`config.mk`:
```
export PLATFORM = sky130hd
export DESIGN_NAME = spi_sck_gen
export DESIGN_NICKNAME = d
export VERILOG_FILES = /design/src/rtl/spi_clkdiv_pkg.sv /design/src/rtl/spi_div_cfg_hold.sv /design/src/rtl/spi_div_phase_calc.sv /design/src/rtl/spi_div_engine.sv /design/src/rtl/spi_sck_gen.sv
export SDC_FILE = /design/constraint.sdc
export NUM_CORES = 1
export LEC_CHECK = 0
export ABC_AREA = 1
export BUFFER_PORTS_ARGS = -buffer_cell sky130_fd_sc_hd__buf_4
export CORE_MARGIN = 2
export CORE_UTILIZATION = 57
export CTS_BUF_LIST = sky130_fd_sc_hd__clkbuf_16
export CTS_CLUSTER_DIAMETER = 30
export DETAILED_ROUTE_END_ITERATION = 10
export GPL_ROUTABILITY_DRIVEN = 0
export HOLD_SLACK_MARGIN = 0.06
export PLACE_DENSITY = 0.82
export SLEW_MARGIN = 20
export SYNTH_ARGS = -nofsm -noshare
export SYNTH_HDL_FRONTEND = slang
export SYNTH_SLANG_ARGS = --single-unit
```
`constraint.sdc`:
```
create_clock -name clk -period 7.2 [get_ports clk]
set_input_delay 1.44 -clock clk [delete_from_list [all_inputs] [get_ports clk]]
set_output_delay 1.44 -clock clk [all_outputs]
set_load 0.01 [all_outputs]
```
`src/rtl/spi_clkdiv_pkg.sv`:
```
package spi_clkdiv_pkg;

    localparam int PRE_SEL_W = 2;
    localparam int SCL_SEL_W = 4;
    localparam int PRE_F_W   = 3;
    localparam int SCL_F_W   = 16;
    localparam int MAX_RATIO = 7 * 32768;
    localparam int RATIO_W   = $clog2(MAX_RATIO + 1);

    typedef struct packed {
        logic [PRE_SEL_W-1:0] pre_sel;
        logic [SCL_SEL_W-1:0] scl_sel;
        logic                 dbl;
    } div_cfg_t;

    typedef struct packed {
        logic [RATIO_W-1:0] hi_len;
        logic [RATIO_W-1:0] lo_len;
    } phase_t;

    typedef enum logic {
        SCK_IDLE   = 1'b0,
        SCK_ACTIVE = 1'b1
    } sck_lvl_t;

    localparam div_cfg_t CFG_RESET = '{pre_sel: '0, scl_sel: '0, dbl: 1'b0};

    function automatic logic [PRE_F_W-1:0] pre_factor(input logic [PRE_SEL_W-1:0] code);
        case (code)
            2'd0:    return 3'd2;
            2'd1:    return 3'd3;
            2'd2:    return 3'd5;
            default: return 3'd7;
        endcase
    endfunction

    function automatic logic [SCL_F_W-1:0] scl_factor(input logic [SCL_SEL_W-1:0] code);
        logic [SCL_F_W-1:0] f;
        if (code < 4'd4)
            f = SCL_F_W'({code, 1'b0}) + SCL_F_W'(2);
        else
            f = SCL_F_W'(1) << code;
        return f;
    endfunction

    function automatic logic [RATIO_W-1:0] div_ratio(input div_cfg_t c);
        logic [RATIO_W-1:0] prod;
        prod = RATIO_W'(pre_factor(c.pre_sel)) * RATIO_W'(scl_factor(c.scl_sel));
        return c.dbl ? (prod >> 1) : prod;
    endfunction

    function automatic phase_t split_phases(input logic [RATIO_W-1:0] n);
        phase_t p;
        p.hi_len = n >> 1;
        p.lo_len = n - p.hi_len;
        return p;
    endfunction

endpackage

```
`src/rtl/spi_div_cfg_hold.sv`:
```
module spi_div_cfg_hold
    import spi_clkdiv_pkg::*;
(
    input  logic     clk,
    input  logic     rst,
    input  logic     run_en,
    input  div_cfg_t cfg_in,
    output div_cfg_t cfg_q
);
    always_ff @(posedge clk) begin
        if (rst)
            cfg_q <= CFG_RESET;
        else if (!run_en)
            cfg_q <= cfg_in;
    end
endmodule

```
`src/rtl/spi_div_phase_calc.sv`:
```
module spi_div_phase_calc
    import spi_clkdiv_pkg::*;
(
    input  div_cfg_t cfg,
    output phase_t   phases
);
    logic [RATIO_W-1:0] ratio;

    always_comb begin
        ratio  = div_ratio(cfg);
        phases = split_phases(ratio);
    end
endmodule

```
`src/rtl/spi_div_engine.sv`:
```
module spi_div_engine
    import spi_clkdiv_pkg::*;
#(
    parameter int W = RATIO_W
) (
    input  logic         clk,
    input  logic         rst,
    input  logic         run_en,
    input  logic [W-1:0] hi_len,
    input  logic [W-1:0] lo_len,
    output logic         sck,
    output logic         lead_stb,
    output logic         trail_stb
);
    sck_lvl_t     lvl;
    logic [W-1:0] cnt;
    logic [W-1:0] cur_len;
    logic         hit;

    always_comb begin
        cur_len = (lvl == SCK_ACTIVE) ? hi_len : lo_len;
        hit     = (cnt == cur_len - W'(1));
    end

    always_ff @(posedge clk) begin
        if (rst || !run_en) begin
            cnt       <= '0;
            lvl       <= SCK_IDLE;
            lead_stb  <= 1'b0;
            trail_stb <= 1'b0;
        end else if (hit) begin
            cnt       <= '0;
            lvl       <= (lvl == SCK_ACTIVE) ? SCK_IDLE : SCK_ACTIVE;
            lead_stb  <= (lvl == SCK_IDLE);
            trail_stb <= (lvl == SCK_ACTIVE);
        end else begin
            cnt       <= cnt + W'(1);
            lead_stb  <= 1'b0;
            trail_stb <= 1'b0;
        end
    end

    assign sck = (lvl == SCK_ACTIVE);
endmodule

```
`src/rtl/spi_sck_gen.sv`:
```
module spi_sck_gen
    import spi_clkdiv_pkg::*;
#(
    parameter int CNT_W = RATIO_W
) (
    input  logic                 clk,
    input  logic                 rst,
    input  logic [PRE_SEL_W-1:0] pre_sel,
    input  logic [SCL_SEL_W-1:0] scl_sel,
    input  logic                 dbl_rate,
    input  logic                 run_en,
    output logic                 sck,
    output logic                 lead_stb,
    output logic                 trail_stb
);
    div_cfg_t cfg_live;
    div_cfg_t cfg_held;
    phase_t   phases;

    assign cfg_live = '{pre_sel: pre_sel, scl_sel: scl_sel, dbl: dbl_rate};

    spi_div_cfg_hold u_hold (
        .clk    (clk),
        .rst    (rst),
        .run_en (run_en),
        .cfg_in (cfg_live),
        .cfg_q  (cfg_held)
    );

    spi_div_phase_calc u_calc (
        .cfg    (cfg_held),
        .phases (phases)
    );

    spi_div_engine #(.W(CNT_W)) u_engine (
        .clk       (clk),
        .rst       (rst),
        .run_en    (run_en),
        .hi_len    (CNT_W'(phases.hi_len)),
        .lo_len    (CNT_W'(phases.lo_len)),
        .sck       (sck),
        .lead_stb  (lead_stb),
        .trail_stb (trail_stb)
    );
endmodule

```
Word level (Yosys, flattened, before mapping)
Cells that the tools add are included.

Bits of input ports: 10. Output and inout port bits: 3. Bits in registers: 28. Word-level logic and storage cells: 29.

Multiply operators: 1. Reductions and logical operators: 5. Add/subtract/negate cells: 4. Eq/ne operators: 3. Multiplexer cells: 5. Bitwise gates (word level): 2. Order comparisons: 1. Shifts and indexed selects: 1.

Operators by type and width (count): $mux W18 (2); $add A18 B1 Y18 const B (1); $eq A18 B18 Y1 (1); $mul A3 B16 Y18 (1); $sub A18 B1 Y18 const B (1); $sub A18 B17 Y18 (1); $mux W16 (1); $shl A1 B4 Y16 const A (1); $pmux W3 S3 (1); $add A5 B2 Y6 const B (1); $lt A4 B3 Y1 const B (1); $reduce_or A2 Y1 (2); $eq A2 B1 Y1 const B (1); $eq A2 B2 Y1 const B (1); $logic_not A2 Y1 (1); $not A1 Y1 (2); $logic_not A1 Y1 (1); $logic_or A1 B1 Y1 (1); $mux W1 (1).

Longest topological paths before layout
Gate-level depths: netlist (run 1).

Word-level depth: 10. Mapped depth: 44. Mapped depth without buffers: 43.

Cells and area by module
Synthesis (run 1) repeated with hierarchy kept, for this count alone.

Cell total of the unflattened synthesis: 941. Area, all modules: 5376.4 µm².

By module, submodules not included: spi_div_phase_calc (instances 1, seq. area each 0.0 µm², cells each 483, area each 2821.5 µm²); spi_div_engine (instances 1, seq. area each 420.4 µm², cells each 414, area each 2268.4 µm²); spi_div_cfg_hold (instances 1, seq. area each 140.1 µm², cells each 44, area each 286.5 µm²).

Worst setup path after synthesis (run 1)
Ideal clock, no wire load.

Path kind: flip-flop to flip-flop. Start: register u_hold.cfg_q[3] in the netlist's numbering. End: register u_engine.cnt[2]. Period minus slack after synthesis: 5209 ps. Setup time: 121 ps. Stages on the path, launching flop included: 35. Buffers on the path: 1. Setup slack: 1991 ps. Arrival time: 5088 ps. Required time: 7079 ps. Cells stage by stage: dfxtp_1 inv_1 ha_1 nor3_1 a21oi_1 nor2_1 fa_1 inv_1 fa_1 or2_2 o21a_1 ha_1 nand2_1 inv_1 nor2_1 o21bai_1 xnor2_1 nand2_1 o21ai_0 nand3_1 nor2_1 nand2_1 nor2_1 nand2_1 nor2_2 nand3_2 nor2_1 nand2_1 nand3_1 nand2_1 nor2_2 nand2_2 nand2_4 buf_12 nor2_4.

Longest elaborated chain between the ends: 9.

RTL lines: start, declared (line spi_div_cfg_hold.sv:8) `output div_cfg_t cfg_q`; start signal, assigned (line spi_div_cfg_hold.sv:14) `cfg_q <= cfg_in;`; $add A5 B2 Y6 (tied with other cells) (line spi_clkdiv_pkg.sv:40) `f = SCL_F_W'({code, 1'b0}) + SCL_F_W'(2);`; $mux W16 * (line spi_clkdiv_pkg.sv:39) `if (code < 4'd4)`; $mul A3 B16 Y18 * (line spi_clkdiv_pkg.sv:48) `prod = RATIO_W'(pre_factor(c.pre_sel)) * RATIO_W'(scl_factor(c.scl_sel));`; $mux W18 * (line spi_clkdiv_pkg.sv:49) `return c.dbl ? (prod >> 1) : prod;`; $sub A18 B17 Y18 (line spi_clkdiv_pkg.sv:55) `p.lo_len = n - p.hi_len;`; $mux W18 * (line spi_div_engine.sv:21) `cur_len = (lvl == SCK_ACTIVE) ? hi_len : lo_len;`; $sub A18 B1 Y18 * (line spi_div_engine.sv:22) `hit = (cnt == cur_len - W'(1));`; $eq A18 B18 Y1 * (line spi_div_engine.sv:22); $reduce_or A2 Y1 (no line) *; end signal, assigned (line spi_div_engine.sv:37) `cnt <= cnt + W'(1);`; end, declared (line spi_div_engine.sv:16) `logic [W-1:0] cnt;`.

Mark *: on every way between the ends. The rest lies on a longest branch, timed or not. A chain may end at the register's enable or synchronous reset.

Final worst setup path (run 1)
Start: register u_hold.cfg_q[6] in the netlist's numbering. End: register u_engine.cnt[9].

Longest elaborated chain between the ends: 9.

RTL lines: $eq A2 B2 Y1 (tied with other cells) (line spi_clkdiv_pkg.sv:29) `case (code)`; $pmux W3 S3 * (line spi_clkdiv_pkg.sv:29); $mul A3 B16 Y18 * (line spi_clkdiv_pkg.sv:48); $mux W18 * (line spi_clkdiv_pkg.sv:49); $sub A18 B17 Y18 (line spi_clkdiv_pkg.sv:55); $mux W18 * (line spi_div_engine.sv:21); $sub A18 B1 Y18 * (line spi_div_engine.sv:22); $eq A18 B18 Y1 * (line spi_div_engine.sv:22); $reduce_or A2 Y1 (no line) *.

Marked as above.

==> impl_metrics.py, run 1 <==
metrics = {
    "global_route": {
        "grt_pass1_vias": 5110,
        "grt_util_all_layers_pct": 26.5,
        "grt_pass1_wl_um": 22300,
        "grt_start_max_net_pins": 31,
        "gr-total-overflow": 0,
        "antenna_found_initial": 0,
    },
    "worst_setup_path": {
        "critPathTopFamily": "simple AND/OR/NAND/NOR gates",
        "cpMaxStageDelayCell": "nor2_1",
        "cp.depth": 34,
        "cpMostUsedCell": "inv_1",
        "max_stage_delay_ns": 0.65,
        "startpoint_type": "register",
        "reg2reg_depth": 34,
        "crit_required_ns": 7.35,
        "worst-path-buf-inv": 7,
        "endpoint_kind": "register",
        "cp_max_fo": 18,
        "arrival_ns": 6.53,
        "worstSetupPathType": "register to register",
    },
    "route": {
        "ant_nets": 0,
        "drc": 0,
        "num_vias": 5525,
        "vias_per_cell": 5.40,
        "wl_per_cell_um": 12.1,
        "drtIter0Drc": 402,
        "wirelength_um": 12400,
        "drtPass1Iterations": 5,
    },
    "clock_tree": {
        "cts_max_level": 1,
        "hold_buffers": 0,
        "cts_buffers": 3,
        "cts_tree": "built",
        "clockBufferDepth": 2,
        "clock_latency_ns": 0.27,
        "cts_resized": 0,
        "root_buffer": "clkbuf_16",
        "cts.clk_slew.worst_paths_ns": 0.08,
        "post-cts-setup-buffers": 0,
        "clock_sinks": 28,
    },
    "die": {
        "die_w_um": 101,
        "row_count": 35,
        "die_area_mm2": 0.0101,
        "start_util_pct": 58.1,
        "io_pins": 13,
        "die_h_um": 101,
        "fp.coreArea_mm2": 0.00915,
    },
    "timing": {
        "rsz0062_at_grt": "false",
        "min_period_ns": 6.38,
        "hold_viol_final": 0,
        "setup_viol": 0,
        "max_slew.worst_pin.slew_ns": 0.901,
        "slew_headroom_pct": 39.9,
        "fin_crit_sh_pct": 88.6,
        "max_clock_freq_ghz": 0.157,
        "skew_ns": 0.00686,
        "report.final.slew_viol_count": 0,
        "tns_ns": 0,
    },
    "synthesis": {
        "synth_cell_type_count": 43,
        "synth_top_cell_by_area": "nand2_1",
        "ys_seq_area_share_pct": 10.5,
        "muxShareOfSynthArea_pct": 0,
        "synthSimpleGateAreaFrac_pct": 53.4,
        "synth_top_family_by_area": "simple AND/OR/NAND/NOR gates",
        "syn_area_mm2": 0.00532,
        "synth_flop_cell": "dfxtp_1",
        "netlist_instances": 912,
        "syn_nets": 971,
        "synth.avg_cell_area_um2": 5.83,
        "synthAdderAreaFrac_pct": 13.8,
        "synthArstFlopShare_pct": 0,
        "synth_edf_count": 0,
        "synth_compound_area_share_pct": 5.88,
        "ys_seq_elements": 28,
        "yosys_warnings": 0,
        "yosys-top-cells-area": "nand2_1, nand3_1, dfxtp_1",
        "yosys.area_share.xor_xnor_pct": 5.43,
        "netlist.area_leader.share_pct": 19.0,
    },
    "cells_and_area": {
        "nNetsFinal": 973,
        "final_cell_count_no_fill": 1024,
        "syn_to_final_growth_pct": 4.44,
        "drive_gt1_share_pct": 11.4,
        "num_antenna_cells": 0,
        "nFillCells": 901,
    },
    "power_and_ir_drop": {
        "switchingPower_uw": 443,
        "power_leakage_uw": 0.00291,
        "p_seq_share_pct": 17.5,
        "switching_share_pct": 47.8,
        "clock_power_share_pct": 18.5,
        "p_per_area_mw_per_mm2": 167,
        "vdd_ir_drop_max_mv": 0.269,
        "internal_power_uw": 484,
        "combPwrFrac_pct": 64.0,
    },
    "run_status": {
        "status": "finished clean",
    },
    "place": {
        "dpl.hpwl_um": 10200,
        "io_buffers": 12,
        "post-place-cells": 1020,
    },
    "hold_path": {
        "hold_path_class": "register to register",
        "min_path_cells": 2,
    },
    "flow_run": {
        "max_cap_violations": 0,
    },
}
[worst reg2reg max path, delay by kind of cell, from the launching register on]
kind / cells / cell delay, ns
buffers and inverters: 7 / 0.65
DFF: 1 / 0.38
adders and majority gates: 3 / 1.43
and+or+nand+nor: 19 / 2.75
AOI/OAI and AO/OA: 4 / 0.87
xor gates and xnor gates: 1 / 0.14
[per-stage QoR]
step | utilization [%] | total power [µW] | setup WS [ns] | area (µm²) | hold slack, ns
2_1_floorplan | - | 657 | 1.99 | 5320 | 0.450
3_3_place_gp | 59.6 | 740 | 1.14 | 5450 | 0.496
3_5_place_dp | 59.6 | 749 | 0.971 | 5450 | 0.496
4_1_cts | 60.7 | 923 | 0.912 | 5560 | 0.507
5_1_grt | 60.7 | 1030 | 0.0473 | 5560 | 0.540
6_report | 60.7 | 927 | 0.820 | 5560 | 0.505
[cell type report]
type / instances / area [µm²] / area share, %
repair buffers: 13 / 97.6 / 1.76
inverters: 126 / 473 / 8.51
flip-flops and latches: 28 / 561 / 10.1
clock buffers: 3 / 75.1 / 1.35
clock inverters: 1 / 30.0 / 0.540
well taps: 111 / 139 / 2.50
multi-input cells: 742 / 4180 / 75.3
[cells in the mapped netlist (all sizes together) (16+ instances only)]
cell type	instances
inv	126
xor2	24
ha	33
nand3	139
nor2	127
dfxtp	28
nand2	306
o21ai	21
nand4	17
a21oi	19
fa	16
[power groups by stage]
stage | Combinational (µW) | Sequential (µW) | Clock (µW)
global placement | 574 | 165 | 0
detailed placement | 583 | 166 | 0
floorplan | 492 | 164 | 0
CTS | 587 | 162 | 174
finish | 594 | 162 | 171
global route | 686 | 163 | 179
[metal layers]
metal	vias to the layer above	part of all wire, %	global-route usage [%]	routed length, µm
met2	167	41	40.9	5110
met1	2438	51	39.4	6310
met4	0	1.4	6.74	179
li1	2904	-	-	-
met5	-	0	0	0
met3	16	6.5	2.70	808
[cells by family after synthesis]
kind of cell / after synthesis
simple gates: 606
buf+inv: 142
compound gates: 52
fa+ha+maj: 49
xor+xnor: 33
flops: 28
other cells: 2
[cells in the final DEF, fill, tap and decap left out, types with 8 or more instances in the layout]
cell,count
xor2_1,24
inv_1,122
fa_1,16
o21ai_0,13
nor2_4,10
nor2_1,109
buf_4,13
a21oi_1,17
nand2_1,269
nand4_1,17
nand3_2,16
nand3_1,122
ha_1,33
xnor2_1,9
dfxtp_1,28
nor3_1,8
nand2_2,33
[sequential cells by signal (all words and copies together) (netlist names)]
| signal | cells |
|---|---|
| u_engine.trail_stb | 1 |
| u_engine.lead_stb | 1 |
| u_hold.cfg_q | 7 |
| u_engine.sck | 1 |
| u_engine.cnt | 18 |
[final timing paths]
kind | from | end | slack [ns]
hold / removal | u_hold.cfg_q[5]$_SDFFE_PP0N_ | u_hold.cfg_q[5]$_SDFFE_PP0N_ | 0.51
setup reg to reg | u_hold.cfg_q[6]$_SDFFE_PP0N_ | u_engine.cnt[9]$_SDFF_PP0_ | 0.82
hold reg to reg | u_hold.cfg_q[5]$_SDFFE_PP0N_ | u_hold.cfg_q[5]$_SDFFE_PP0N_ | 0.51
setup / recovery | u_hold.cfg_q[6]$_SDFFE_PP0N_ | u_engine.cnt[9]$_SDFF_PP0_ | 0.82
Note: power is estimated with default switching activity, not from simulation.
==> run 2: changes to the inputs <==
--- a/config.mk
+++ b/config.mk
@@ -5,7 +5,7 @@
 export SDC_FILE = /design/constraint.sdc
 export NUM_CORES = 1
 export LEC_CHECK = 0
-export ABC_AREA = 1
+export ABC_CLOCK_PERIOD_IN_PS = 7200
 export BUFFER_PORTS_ARGS = -buffer_cell sky130_fd_sc_hd__buf_4
 export CORE_MARGIN = 2
 export CORE_UTILIZATION = 57
@@ -15,6 +15,7 @@
 export GPL_ROUTABILITY_DRIVEN = 0
 export HOLD_SLACK_MARGIN = 0.06
 export PLACE_DENSITY = 0.82
+export RECOVER_POWER = 50
 export SLEW_MARGIN = 20
 export SYNTH_ARGS = -nofsm -noshare
 export SYNTH_HDL_FRONTEND = slang
==> impl_metrics.py, run 2 <==
metrics = {
    "route": {
        "wl_per_cell_um": 16.3,
        "wirelength_um": 12800,
        "drtPass1Iterations": 7,
        "drc": 0,
        "ant_nets": 0,
        "num_vias": 5032,
        "drtIter0Drc": 536,
        "vias_per_cell": 6.44,
    },
    "clock_tree": {
        "clockBufferDepth": 2,
        "clock_sinks": 28,
        "cts_tree": "built",
        "hold_buffers": 0,
        "cts_max_level": 1,
        "clock_latency_ns": 0.27,
        "cts_buffers": 3,
        "root_buffer": "clkbuf_16",
        "cts.clk_slew.worst_paths_ns": 0.08,
    },
    "timing": {
        "max_slew.worst_pin.slew_ns": 0.875,
        "skew_ns": 0.0100,
        "slew_headroom_pct": 41.6,
        "fin_crit_sh_pct": 96.5,
        "setup_viol": 0,
        "report.final.slew_viol_count": 0,
        "min_period_ns": 6.95,
        "hold_viol_final": 0,
        "max_clock_freq_ghz": 0.144,
    },
    "place": {
        "dpl.hpwl_um": 9520,
        "io_buffers": 12,
        "post-place-cells": 771,
        "placed_area_mm2": 0.00525,
    },
    "worst_setup_path": {
        "cpMaxStageDelayCell": "fa_1",
        "cp_max_fo": 5,
        "r2r-start": "u_hold.cfg_q[1]$_SDFFE_PP0N_",
        "crit_required_ns": 7.36,
        "critPathTopFamily": "simple AND/OR/NAND/NOR gates",
        "arrival_ns": 7.11,
        "max_stage_delay_ns": 0.58,
        "reg2reg_slack_ns": 0.25,
        "worst-path-buf-inv": 2,
        "reg2reg_depth": 27,
        "worstSetupPathType": "register to register",
        "rr_endpoint": "u_engine.cnt[1]$_SDFF_PP0_",
        "startpoint_type": "register",
        "cpMostUsedCell": "a21oi_2",
        "endpoint_kind": "register",
    },
    "cells_and_area": {
        "design_area_mm2": 0.00555,
        "nNetsFinal": 733,
        "num_antenna_cells": 0,
        "final_common_cell": "nor2_1",
        "nFillCells": 753,
        "final_cell_count_no_fill": 781,
        "top_regs": "u_engine.cnt x18, u_hold.cfg_q x7",
        "most-common-layout-cells": "nor2_1, nand2_1, xnor2_1, buf_4, ha_1",
        "largest_register_ffs": 18,
        "utilization_pct": 64.2,
        "drive_gt1_share_pct": 14.1,
        "multi_input_area_mm2": 0.00442,
        "syn_to_final_growth_pct": 10.7,
        "largest-register": "u_engine.cnt",
        "regArea_um2": 562,
    },
    "global_route": {
        "antenna_found_initial": 0,
        "gr-total-overflow": 0,
        "grt_pass1_wl_um": 21100,
        "grt_util_all_layers_pct": 25.7,
        "grt_start_max_net_pins": 47,
        "grt_pass1_vias": 4737,
    },
    "synthesis": {
        "netlist_instances": 660,
        "ys_seq_elements": 28,
        "yosys-top-cells-area": "dfxtp_1, ha_1, xnor2_1",
        "synth_flop_cell": "dfxtp_1",
        "syn_nets": 719,
        "netlist.area_leader.share_pct": 11.2,
        "synthArstFlopShare_pct": 0,
        "synth_top_cell_by_area": "dfxtp_1",
        "ys_seq_area_share_pct": 11.2,
        "synth_common_cells": "nor2_1, nand2_1, xnor2_1, ha_1, dfxtp_1",
        "synth_edf_count": 0,
        "yosys_warnings": 0,
        "synth.avg_cell_area_um2": 7.59,
        "syn_area_mm2": 0.00501,
        "synth_cell_type_count": 87,
        "synth_most_common_cell": "nor2_1",
    },
    "hold_path": {
        "hp-start": "u_engine.cnt[0]$_SDFF_PP0_",
        "hold_path_class": "register to register",
        "holdPathEnd": "u_engine.cnt[0]$_SDFF_PP0_",
        "min_path_cells": 1,
    },
    "power_and_ir_drop": {
        "p_per_area_mw_per_mm2": 195,
        "combPwrFrac_pct": 72.8,
        "internal_power_uw": 592,
        "power_leakage_uw": 0.00224,
        "vdd_ir_drop_max_mv": 0.116,
        "p_seq_share_pct": 14.9,
        "switching_share_pct": 45.4,
        "clock_power_share_pct": 12.3,
        "switchingPower_uw": 492,
    },
    "die": {
        "die_area_mm2": 0.00956,
        "start_util_pct": 58.0,
        "fp.coreArea_mm2": 0.00864,
        "row_count": 34,
        "die_w_um": 97.8,
        "die_h_um": 97.8,
        "io_pins": 13,
    },
    "flow_run": {
        "max_cap_violations": 0,
    },
    "run_status": {
        "status": "finished clean",
    },
}
-- run 2: changes by cell type in the layout (fill, tap and decap cells not counted), sizes merged, moves of 9 or more --
cell    delta
and2      +16
nor2      -42
nor3b      +9
inv       -98
mux2i     +18
nand3    -121
buf       +17
nand2    -256
xnor2     +30
nor3      +14
o211ai    +10
o21a       +9
and3      +15
-- run 2: logic make-up after synthesis --
group | Yosys count | share of synthesized area, %
multiplexers | 25 | 5.17
AND/OR/NAND/NOR | 282 | 29.2
adder cells (fa/ha/maj) | 49 | 14.6
buffers and inverters | 53 | 4.14
AO/OA/AOI/OAI | 155 | 23.8
flip-flops | 28 | 11.2
other | 2 | 0.150
XOR/XNOR | 66 | 11.7
-- run 2: worst max path at each step --
stage | start | endpoint | slack [ns] | cells after the start
2_1_floorplan | u_hold.cfg_q[3]$_SDFFE_PP0N_ | u_engine.cnt[1]$_SDFF_PP0_ | 0.05 | 28
3_3_place_gp | u_hold.cfg_q[1]$_SDFFE_PP0N_ | u_engine.cnt[1]$_SDFF_PP0_ | 0.21 | 27
3_5_place_dp | u_hold.cfg_q[1]$_SDFFE_PP0N_ | u_engine.cnt[1]$_SDFF_PP0_ | -0.01 | 27
4_1_cts | u_hold.cfg_q[1]$_SDFFE_PP0N_ | u_engine.cnt[1]$_SDFF_PP0_ | 0.02 | 27
5_1_grt | u_hold.cfg_q[1]$_SDFFE_PP0N_ | u_engine.cnt[1]$_SDFF_PP0_ | -0.06 | 28
6_report | u_hold.cfg_q[1]$_SDFFE_PP0N_ | u_engine.cnt[1]$_SDFF_PP0_ | 0.25 | 27
-- run 2: power by group through the flow --
stage	Clock (µW)	Sequential [µW]	Combinational, µW
floorplan	0	164	543
finish	133	162	788
global route	139	162	863
detailed placement	0	165	675
CTS	132	162	684
global placement	0	165	650
-- run 2: what timing repair did --
item                                    CTS  global route
pin swaps                                 0            14
endpoints found under the setup margin   19            21
buffers inserted                          1             5
resized for setup                         1            34
-- run 2: layout make-up --
type	instances	share of cell area, %
well taps	108	2.44
repair buffers	33	4.33
clock buffers	3	1.35
multi-input cells	579	79.7
inverters	29	1.96
clock inverters	1	0.0677
flip-flops and latches	28	10.1
-- run 2: worst reg2reg max path, stage by stage (launching register included) --
cell and delay (ns):
dfxtp_2 0.36, ha_1 0.22, ha_1 0.30, o21ai_2 0.05, nand2b_1 0.13, nor2_2 0.06
fa_1 0.58, inv_1 0.06, fa_2 0.37, nand2b_4 0.17, a21oi_2 0.12, xor2_1 0.22
a21o_1 0.17, inv_2 0.06, ha_4 0.17, nor2_1 0.20, a21oi_2 0.10, or4_4 0.50
or3b_4 0.45, a221oi_4 0.36, a31oi_4 0.14, a211o_1 0.31, or4_4 0.55, or2_4 0.26
a2111oi_4 0.29, a21oi_2 0.09, or3_4 0.37, and3_1 0.17
-- run 2: layer usage --
| metal | vias to the layer above | track usage, % | share of wire, % |
|---|---|---|---|
| met4 | 0 | 7.91 | 2.7 |
| met5 | - | 0 | 0 |
| met3 | 29 | 3.08 | 6.0 |
| met2 | 185 | 43.2 | 47 |
| met1 | 2366 | 34.7 | 44 |
| li1 | 2452 | - | - |
-- run 2: metrics by stage --
step | hold slack (ns) | setup TNS, ns | setup WS (ns) | total power (µW)
finish | 0.539 | 0 | 0.249 | 1080
global route | 0.561 | -0.278 | -0.0566 | 1160
CTS | 0.534 | 0 | 0.0209 | 978
detailed placement | 0.518 | -0.0137 | -0.0137 | 841
global placement | 0.516 | 0 | 0.212 | 815
floorplan | 0.475 | 0 | 0.0520 | 707
==> run 3: changes to the inputs <==
--- a/config.mk
+++ b/config.mk
@@ -8,13 +8,13 @@
 export ABC_CLOCK_PERIOD_IN_PS = 7200
 export BUFFER_PORTS_ARGS = -buffer_cell sky130_fd_sc_hd__buf_4
 export CORE_MARGIN = 2
-export CORE_UTILIZATION = 57
+export CORE_UTILIZATION = 41
 export CTS_BUF_LIST = sky130_fd_sc_hd__clkbuf_16
 export CTS_CLUSTER_DIAMETER = 30
 export DETAILED_ROUTE_END_ITERATION = 10
 export GPL_ROUTABILITY_DRIVEN = 0
 export HOLD_SLACK_MARGIN = 0.06
-export PLACE_DENSITY = 0.82
+export PLACE_DENSITY = 0.64
 export RECOVER_POWER = 50
 export SLEW_MARGIN = 20
 export SYNTH_ARGS = -nofsm -noshare
==> impl_metrics.py, run 3 (same netlist as run 2, synthesis figures left out) <==
metrics = {
    "worst_setup_path": {
        "arrival_ns": 7.13,
        "worstSetupPathType": "register to register",
        "startpoint_type": "register",
        "cp_max_fo": 5,
        "cpMostUsedCell": "ha_1",
        "crit_required_ns": 7.37,
        "cpMaxStageDelayCell": "fa_2",
        "max_stage_delay_ns": 0.60,
        "endpoint_kind": "register",
    },
    "timing": {
        "max_clock_freq_ghz": 0.144,
        "setup_viol": 0,
        "hold_viol_final": 0,
        "report.final.slew_viol_count": 0,
        "fin_crit_sh_pct": 96.6,
        "max_slew.worst_pin.slew_ns": 0.945,
        "min_period_ns": 6.96,
        "tns_ns": 0,
        "holdWs_ns": 0.529,
        "skew_ns": 0.00529,
        "slew_headroom_pct": 36.0,
    },
    "die": {
        "start_util_pct": 41.9,
        "io_pins": 13,
        "row_count": 40,
        "fp.coreArea_mm2": 0.0120,
        "die_w_um": 115,
        "die_area_mm2": 0.0131,
        "die_h_um": 115,
    },
    "clock_tree": {
        "cts.clk_slew.worst_paths_ns": 0.08,
        "clock_sinks": 28,
        "cts_tree": "built",
        "clock_latency_ns": 0.27,
        "cts_buffers": 3,
        "root_buffer": "clkbuf_16",
        "clockBufferDepth": 2,
        "cts_max_level": 1,
    },
    "cells_and_area": {
        "top_regs": "u_engine.cnt x18, u_hold.cfg_q x7",
        "syn_to_final_growth_pct": 11.7,
        "largest-register": "u_engine.cnt",
        "utilization_pct": 46.8,
        "nNetsFinal": 735,
        "multi_input_area_mm2": 0.00439,
        "num_antenna_cells": 0,
        "final_common_cell": "nor2_1",
        "most-common-layout-cells": "nor2_1, nand2_1, xnor2_1, buf_4, ha_1",
        "regArea_um2": 562,
        "largest_register_ffs": 18,
        "drive_gt1_share_pct": 13.9,
        "nFillCells": 1153,
    },
    "run_status": {
        "status": "finished clean",
    },
    "power_and_ir_drop": {
        "switching_share_pct": 44.4,
        "vdd_ir_drop_max_mv": 0.111,
        "switchingPower_uw": 490,
        "power_leakage_uw": 0.00226,
        "p_seq_share_pct": 14.6,
        "p_per_area_mw_per_mm2": 197,
        "internal_power_uw": 614,
        "combPwrFrac_pct": 69.8,
        "p_total_uw": 1100,
        "clock_power_share_pct": 15.6,
    },
    "hold_path": {
        "hold_path_class": "register to register",
    },
    "route": {
        "vias_per_cell": 6.11,
        "num_vias": 5021,
        "wl_per_cell_um": 15.9,
        "m1WireLength_um": 5930,
        "ant_nets": 0,
        "drtIter0Drc": 386,
        "wl_met2_um": 6210,
        "highest_layer": "met4",
        "dr_wl_met3_um": 551,
        "drtPass1Iterations": 5,
        "wirelength_um": 13100,
        "drc": 0,
    },
    "global_route": {
        "gr-total-overflow": 0,
        "grt_util_all_layers_pct": 20.0,
        "grt_start_max_net_pins": 51,
        "antenna_found_initial": 0,
        "grt_pass1_wl_um": 21900,
        "grt_pass1_vias": 4738,
    },
    "place": {
        "io_buffers": 12,
        "dpl.hpwl_um": 9940,
    },
    "flow_run": {
        "max_cap_violations": 0,
    },
}
==> run 3: stage by stage <==
step	instance area (µm²)	setup slack, ns	cells
global placement	5330	0.257	814
CTS	5440	0.0445	818
finish	5600	0.245	822
floorplan	5010	0.0520	660
detailed placement	5330	0.101	814
global route	5600	-0.0545	822
==> run 3: path summary, 6_finish.rpt <==
kind,from,to,slack (ns),cells past startpoint
setup / recovery,u_hold.cfg_q[1]$_SDFFE_PP0N_,u_engine.cnt[1]$_SDFF_PP0_,0.24,25
hold / removal,u_engine.cnt[0]$_SDFF_PP0_,u_engine.cnt[0]$_SDFF_PP0_,0.53,1
setup reg to reg,u_hold.cfg_q[1]$_SDFFE_PP0N_,u_engine.cnt[1]$_SDFF_PP0_,0.24,25
hold reg to reg,u_engine.cnt[0]$_SDFF_PP0_,u_engine.cnt[0]$_SDFF_PP0_,0.53,1
==> run 3: final cells by class <==
| cell class | instances | share of cell area [%] |
|---|---|---|
| Clock buffer | 3 | 1.34 |
| Clock inverter | 1 | 0.536 |
| Inverter | 29 | 1.94 |
| Multi-Input combinational cell | 579 | 78.4 |
| Sequential cell | 28 | 10.0 |
| Tap cell | 147 | 3.29 |
| Timing Repair Buffer | 35 | 4.49 |
==> run 3: repair_timing <==
item | 4_1_cts | 5_1_grt
setup buffers | 0 | 4
hold buffers | 0 | 0
endpoints found under the setup margin | 0 | 21
resized for setup | 0 | 29
==> run 3: metal layers <==
layer / vias to the layer above / GRT usage, %
met5: - / 0
met3: 33 / 1.54
li1: 2446 / -
met2: 140 / 33.5
met1: 2402 / 26.9
met4: 0 / 7.32
==> run 3: power groups by stage <==
stage               clock [µW]  sequential, µW  combinational, µW
floorplan                    0             164                543
global placement             0             165                661
detailed placement           0             165                684
CTS                        176             161                688
global route               180             162                843
finish                     172             161                771
==> run 3: worst max-delay path, delay by kind of cell, from the launching register on <==
kind                       cells  cell delay (ns)
adders and majority gates      5             1.97
buffers and inverters          2             0.14
and+or+nand+nor                8             2.47
AOI/OAI and AO/OA             10             1.91
DFF                            1             0.35
